[src/rtl/thermo_mux_pkg.sv]
package thermo_mux_pkg;

  // Cycles from input sample to registered output.
  function automatic int tmd_latency(input int n, input bit pipe);
    return pipe ? n : 1;
  endfunction

  // Width of the window entering halving stage s (stage 0 sees the full word).
  function automatic int tmd_window(input int n, input int s);
    return (1 << (n - s)) - 1;
  endfunction

endpackage

[src/rtl/tmd_pipe_reg.sv]
module tmd_pipe_reg #(
  parameter int W  = 8,
  parameter bit EN = 1'b1
) (
  input  logic         clk,
  input  logic         rst,
  input  logic [W-1:0] d,
  output logic [W-1:0] q
);

  generate
    if (EN) begin : g_ff
      logic [W-1:0] q_r;
      always_ff @(posedge clk) begin
        if (rst) q_r <= '0;
        else     q_r <= d;
      end
      assign q = q_r;
    end else begin : g_wire
      logic unused_ctl;
      assign unused_ctl = clk ^ rst;
      assign q = d;
    end
  endgenerate

endmodule

[src/rtl/tmd_halve_stage.sv]
// One bit decision: the middle bit of the window is the next output bit and
// steers which half of the window moves on.
module tmd_halve_stage #(
  parameter int IN_W = 63,
  parameter int NB   = 5,
  parameter int POS  = 4,
  parameter bit REG  = 1'b1
) (
  input  logic                    clk,
  input  logic                    rst,
  input  logic [IN_W-1:0]         win_i,
  input  logic [NB-1:0]           bits_i,
  output logic [(IN_W-1)/2-1:0]   win_o,
  output logic [NB-1:0]           bits_o
);

  localparam int HW = (IN_W - 1) / 2;
  localparam int BW = HW + NB;

  logic          pick_hi;
  logic [HW-1:0] half;
  logic [NB-1:0] bits_n;
  logic [BW-1:0] d_bus;
  logic [BW-1:0] q_bus;

  assign pick_hi = win_i[HW];
  assign half    = pick_hi ? win_i[IN_W-1:HW+1] : win_i[HW-1:0];
  assign bits_n  = bits_i | (NB'(pick_hi) << POS);
  assign d_bus   = {half, bits_n};

  tmd_pipe_reg #(.W(BW), .EN(REG)) u_q (
    .clk (clk),
    .rst (rst),
    .d   (d_bus),
    .q   (q_bus)
  );

  assign win_o  = q_bus[BW-1:NB];
  assign bits_o = q_bus[NB-1:0];

endmodule

[src/rtl/thermo_mux_decoder.sv]
// Thermometer-to-binary decoder by successive halving. N must be at least 2.
module thermo_mux_decoder
  import thermo_mux_pkg::*;
#(
  parameter int N    = 6,
  parameter bit PIPE = 1'b1
) (
  input  logic                clk,
  input  logic                rst,
  input  logic [(1<<N)-2:0]   therm_i,
  output logic [N-1:0]        bin_o
);

  localparam int NB = N - 1;

  generate
    for (genvar i = 0; i < N - 1; i++) begin : g_stage
      localparam int WI = tmd_window(N, i);
      localparam int WO = tmd_window(N, i + 1);

      logic [WI-1:0] win_in;
      logic [NB-1:0] bits_in;
      logic [WO-1:0] win_out;
      logic [NB-1:0] bits_out;

      if (i == 0) begin : g_head
        assign win_in  = therm_i;
        assign bits_in = '0;
      end else begin : g_link
        assign win_in  = g_stage[i-1].win_out;
        assign bits_in = g_stage[i-1].bits_out;
      end

      tmd_halve_stage #(
        .IN_W (WI),
        .NB   (NB),
        .POS  (NB - 1 - i),
        .REG  (PIPE)
      ) u_stage (
        .clk    (clk),
        .rst    (rst),
        .win_i  (win_in),
        .bits_i (bits_in),
        .win_o  (win_out),
        .bits_o (bits_out)
      );
    end
  endgenerate

  // The last window is one bit wide: it is the LSB directly.
  logic [N-1:0] bin_d;
  assign bin_d = {g_stage[N-2].bits_out, g_stage[N-2].win_out[0]};

  tmd_pipe_reg #(.W(N), .EN(1'b1)) u_out (
    .clk (clk),
    .rst (rst),
    .d   (bin_d),
    .q   (bin_o)
  );

endmodule

[config.mk]
export PLATFORM = sky130hd
export DESIGN_NAME = thermo_mux_decoder
export DESIGN_NICKNAME = d
export VERILOG_FILES = /design/src/rtl/thermo_mux_pkg.sv /design/src/rtl/tmd_pipe_reg.sv /design/src/rtl/tmd_halve_stage.sv /design/src/rtl/thermo_mux_decoder.sv
export SDC_FILE = /design/constraint.sdc
export NUM_CORES = 1
export LEC_CHECK = 0
export ABC_AREA = 1
export BUFFER_PORTS_ARGS = -buffer_cell sky130_fd_sc_hd__buf_2
export CAP_MARGIN = 0
export CELL_PAD_IN_SITES_DETAIL_PLACEMENT = 1
export CELL_PAD_IN_SITES_GLOBAL_PLACEMENT = 1
export CORE_MARGIN = 2
export CORE_UTILIZATION = 38
export DETAILED_ROUTE_END_ITERATION = 8
export HOLD_SLACK_MARGIN = 0.05
export PLACE_DENSITY = 0.79
export SYNTH_ARGS = -nofsm -noshare
export SYNTH_HDL_FRONTEND = slang
export SYNTH_SLANG_ARGS = --single-unit
[constraint.sdc]
create_clock -name clk -period 1.9 [get_ports clk]
set_clock_uncertainty 0.2 [all_clocks]
set_input_delay 0.095 -clock clk [delete_from_list [all_inputs] [get_ports clk]]
set_output_delay 0.095 -clock clk [all_outputs]
set_load 0.02 [all_outputs]
==> metrics.txt, run 1 <==
DRT Pass-1 Iters 7; die width 91.3 um; Compound-Gate Fraction of Synth Area 0; die height approximately 90 um; Root Driver clkbuf_8; Ports 71; DR vias about 3,000; core area 0.00733 mm^2; antenna violations before repair 0; Clk pwr share 0.352; number of antenna-violating nets in the routed design 0; Final GP Congestion roughly 0.7; P_int 2.66 mW; commonest non-fill, non-tap cell in the layout nor2_1; largest family of logic cells by synthesized area simple AND/OR/NAND/NOR gates; Fillers roughly 960; status finished clean; Crit Path Class input port to flop; RSZ-0062 raised after global routing false; adder-cell share of the synthesized area 0; Worst IR Drop VDD 0.369 mV; Achievable Freq approximately 550 MHz; most frequent cells in the layout 135 x nor2_1, 114 x nand2_1, 78 x inv_1, 78 x dfxtp_1, 70 x buf_2; DR WL/cell 16.0 um; Power Density between 800 and 900 mW/mm^2; final setup fails 0; ant diodes 0; overall power approximately 3.6 mW; Hold Startpoint g_stage[2].u_stage.u_q.q[2]$_SDFF_PP0_; H-tree Lvls 3; Leakage between 2 and 2.5 nW; Worst Tran Pin Value a little under 0.5 ns; mux share of post-synthesis cell area 0; total track usage 0.249; crit share post-route 0.963; CP max FO 31; area delta synth->final 45.4%; Req. time, crit path 1.93 ns; synth unique cells 7; Hold Crit Endpoint g_stage[3].u_stage.u_q.q[2]$_SDFF_PP0_; R2R depth 4; Core Rows 31; final wirelength ~11,000 um; reg2reg end g_stage[1].u_stage.u_q.q[11]$_SDFF_PP0_; first-pass GRT wire length ~16,000 um; setup_tns 0 ns; postcts setup bufs 0; Syn Inst Count approximately 430; clock buffer depth 2; # clock sinks 78; synthesized cell area between 0.002 and 0.003 mm^2; DP HPWL between 4000 and 5000 um; Final Hold Fails 0; Synth Area in XOR/XNOR 0; NetSw about 900 uW; Worst slew margin 0.678; largest net degree at the start of global routing 64; combinational share of power 0.149; Final Critical Period between 1.5 and 2 ns; hold crit path type flop to flop; effective utilization at floorplan 0.395; Worst-path clk slew roughly 0.080 ns; CP startpoint kind input port; CTS tree done; DRC errors left 0; Nets about 620; violation count after the first detailed-route iteration 85; total gr overflow 0; Worst R2R Setup Slack around 0.64 ns; Sw Ratio 0.254; Worst setup EP type flop; cts bufs inserted 9; Max Cap Violations 0; crit path DAT 1.86 ns; simple-gate share of the synthesized area 0.323; Ys Warns 0; Final Max Tran Viols 0; Die Footprint between 0.008 and 0.009 mm^2; register area share after synthesis 0.539; synthesis-stage register bit count slightly below 80; worst r2r src g_stage[0].u_stage.u_q.q[20]$_SDFF_PP0_; vias in the first global route 3,322; syn_area_per_cell between 6 and 7 um^2; PortBufs 70; sequential power share 0.499; vias per cell 4.59; Hold Path Stages 2; share of cells above drive strength 1 0.164; clk_lat worst skew between 0.3 and 0.4 ns; syn nets 490
power by group through the flow:
stage          clock network (mW)  registers [mW]  logic [mW]
6_report                     1.26            1.78       0.531
5_1_grt                      1.34            1.79       0.587
4_1_cts                      1.24            1.77       0.455
3_5_place_dp                    0            1.81       0.340
3_3_place_gp                    0            1.81       0.328
2_1_floorplan                   0            1.80       0.226
synth_stat cells:
| library cell | instances | share of area |
|---|---|---|
| inv_1 | 78 | 0.10 |
| dfxtp_1 | 78 | 0.54 |
| nand2_1 | 114 | 0.15 |
| nor2_1 | 135 | 0.17 |
| inv_2 | 1 | 0.0013 |
| buf_2 | 15 | 0.026 |
| buf_4 | 4 | 0.010 |
how the worst max path moves through the flow:
stage / slack [ns] / from / depth (start not counted) / to
CTS: 0.17 / rst / 7 / g_stage[0].u_stage.u_q.q[21]$_SDFF_PP0_
detailed placement: 0.78 / g_stage[1].u_stage.u_q.q[12]$_SDFF_PP0_ / 3 / g_stage[2].u_stage.u_q.q[9]$_SDFF_PP0_
global route: 0.04 / rst / 7 / g_stage[0].u_stage.u_q.q[17]$_SDFF_PP0_
floorplan: 0.89 / g_stage[1].u_stage.u_q.q[12]$_SDFF_PP0_ / 4 / g_stage[2].u_stage.u_q.q[10]$_SDFF_PP0_
global placement: 0.78 / g_stage[0].u_stage.u_q.q[20]$_SDFF_PP0_ / 4 / g_stage[1].u_stage.u_q.q[11]$_SDFF_PP0_
finish: 0.07 / therm_i[31] / 6 / g_stage[0].u_stage.u_q.q[21]$_SDFF_PP0_
flip-flops by register name, summed over array words and instances, names as in the netlist:
name                   cells
g_stage.u_stage.u_q.q     72
u_out.q                    6
per-layer routing:
metal	GRT usage	vias to the layer above	wire length (um)
li1	-	1447	-
met1	0.258	1450	4080
met2	0.477	102	5660
met3	0.0598	32	439
met4	0.0985	0	369
met5	0	-	0
stage by stage:
step / hold WS, ns / cell area, um^2 / util / cells / setup WS [ns]
final: 0.204 / 4210 / 0.575 / 661 / 0.0709
after global routing: 0.220 / 4210 / 0.575 / 661 / 0.0384
after CTS: 0.205 / 4160 / 0.568 / 659 / 0.166
after detailed placement: 0.119 / 3320 / 0.453 / 579 / 0.778
after global placement: 0.119 / 3320 / 0.453 / 579 / 0.782
after floorplan: -0.0338 / 2900 / - / 425 / 0.888
cells by family after synthesis:
kind of cell / count (synthesis)
AND/OR/NAND/NOR: 249
buffers and inverters: 98
flip-flops: 78
area by class of cell:
class,count,area [um^2],share of cell area
clock buffer,12,155,0.0368
clock inverter,4,45.0,0.0107
inverter,79,297,0.0704
multi-input combinational,249,935,0.222
sequential,78,1560,0.371
tap,99,124,0.0294
timing repair buffer,140,1100,0.260
critical path, stage by stage:
cell and delay (ns):
dlygate4sd3_1 0.54, buf_2 0.17, clkbuf_16 0.21, nor2_1 0.18
nor2_1 0.09, dlygate4sd3_1 0.57
what timing repair did:
item                       in CTS  in global routing
resized for setup               0                  0
hold buffers                   64                  0
hold endpoints to repair       64                  0
setup endpoints to repair       0                  2
Note: power is estimated with default switching activity, not from simulation.
==> inputs of run 2 (changes only) <==
- CORE_ASPECT_RATIO: default -> 0.75
==> metrics.txt, run 2 (same netlist as run 1, synthesis figures left out) <==
core area 0.00736 mm^2; Core Util, Final 0.573; crit path DAT between 1.5 and 2 ns; hold crit path type input port to flop; Final Hold Fails 0; vias per cell 4.41; Worst slew margin 0.556; NetSw roughly 1 mW; Worst-path clk slew roughly 0.09 ns; largest net degree at the start of global routing 64; total track usage 0.257; DRC errors left 0; H-tree Lvls 3; DR WL/cell between 10 and 15 um; commonest non-fill, non-tap cell in the layout nor2_1; vias in the first global route about 3,400; Final GP Congestion ~0.73; Worst setup EP type flop; first-pass GRT wire length 16,400 um; Worst IR Drop VDD approximately 0.34 mV; post-CTS resize count 0; ant diodes 0; Die Footprint roughly 0.0083 mm^2; sequential power share 0.494; clock buffer depth 2; antenna violations before repair 0; area delta synth->final 45.6%; setup_tns 0 ns; Leakage roughly 2.2 nW; number of antenna-violating nets in the routed design 0; combinational share of power 0.141; effective utilization at floorplan 0.393; PortBufs 70; Final Max Tran Viols 0; die width approximately 100 um; Core Rows 27; final wirelength around 9900 um; DP HPWL 4480 um; CP max FO 63; crit share post-route 0.917; CP startpoint kind input port; Max Cap Violations 0; final setup fails 0; DR vias 2,937; Clk pwr share 0.364; Power Density ~860 mW/mm^2; Crit Path Class input port to flop; Req. time, crit path roughly 2 ns; overall power 3.61 mW; Achievable Freq ~570 MHz; share of cells above drive strength 1 0.161; Sw Ratio 0.277; die height between 70 and 80 um; cts bufs inserted 9; clk_lat worst skew between 0.3 and 0.4 ns; Worst Tran Pin Value around 0.66 ns; RSZ-0062 raised after global routing false; violation count after the first detailed-route iteration 86; most frequent cells in the layout 135 x nor2_1, 114 x nand2_1, 78 x inv_1, 78 x dfxtp_1, 70 x buf_2; status finished clean; Ports between 70 and 80; Nets ~630; Root Driver clkbuf_8; Final Critical Period 1.74 ns; CTS tree done; # clock sinks 78; P_int about 2.6 mW; DRT Pass-1 Iters 4; total gr overflow 0; max reg flops 72
## run 2: cell types whose count changed in the layout (fill, tap and decap cells not counted)
cell / change
clkbuf_8: -2
clkinv_4: +1
dlygate4sd3_1: +5
inv_6: +3
clkbuf_16: -2
clkinv_2: -3
clkinvlp_4: +2
clkbuf_1: -1
## run 2: critical path, cell delays in order
cell	delay [ns]
buf_2	0.10
buf_12	0.25
dlygate4sd3_1	0.64
inv_1	0.06
nor2_1	0.11
dlygate4sd3_1	0.57
## run 2: area by class of cell
class	instances	area [um^2]
multi-input combinational	249	935
clock buffer	9	124
tap	101	126
inverter	79	297
clock inverter	7	80.1
sequential	78	1560
fill	980	3150
timing repair buffer	143	1100
## run 2: path summary, 6_finish.rpt
kind	from	end	depth (start not counted)	slack (ns)
worst max-delay path	therm_i[31]	g_stage[0].u_stage.u_q.q[4]$_SDFF_PP0_	6	0.16
worst max register to register	g_stage[1].u_stage.u_q.q[12]$_SDFF_PP0_	g_stage[2].u_stage.u_q.q[5]$_SDFF_PP0_	3	0.58
worst min register to register	g_stage[4].u_stage.u_q.q[3]$_SDFF_PP0_	u_out.q[4]$_SDFF_PP0_	2	0.21
worst min-delay path	rst	g_stage[0].u_stage.u_q.q[6]$_SDFF_PP0_	4	0.03
## run 2: layer usage
layer	wire [um]	global-route usage	vias up
met3	402	0.0612	30
met1	4010	0.271	1376
met4	307	0.108	0
met5	0	0	-
met2	5210	0.492	80
li1	-	-	1451
## run 2: metrics by stage
stage	cells	setup slack (ns)	hold slack (ns)	cell area, um^2
after floorplan	425	0.888	-0.0338	2900
after global routing	666	0.0973	0.109	4220
after detailed placement	581	0.614	0.123	3320
after global placement	581	0.656	0.120	3320
final	666	0.157	0.0255	4220
after CTS	671	0.0242	0.0863	4270
## run 2: power groups by stage
stage	clock network [mW]	logic (mW)	registers (mW)
finish	1.32	0.510	1.79
global route	1.42	0.570	1.79
detailed placement	0	0.343	1.82
global placement	0	0.327	1.81
CTS	1.30	0.478	1.78
floorplan	0	0.226	1.80
## run 2: what timing repair did
action | CTS | global route
endpoints found under the setup margin | 0 | 6
setup buffers | 0 | 0
hold buffers | 74 | 1
hold endpoints to repair | 54 | 1
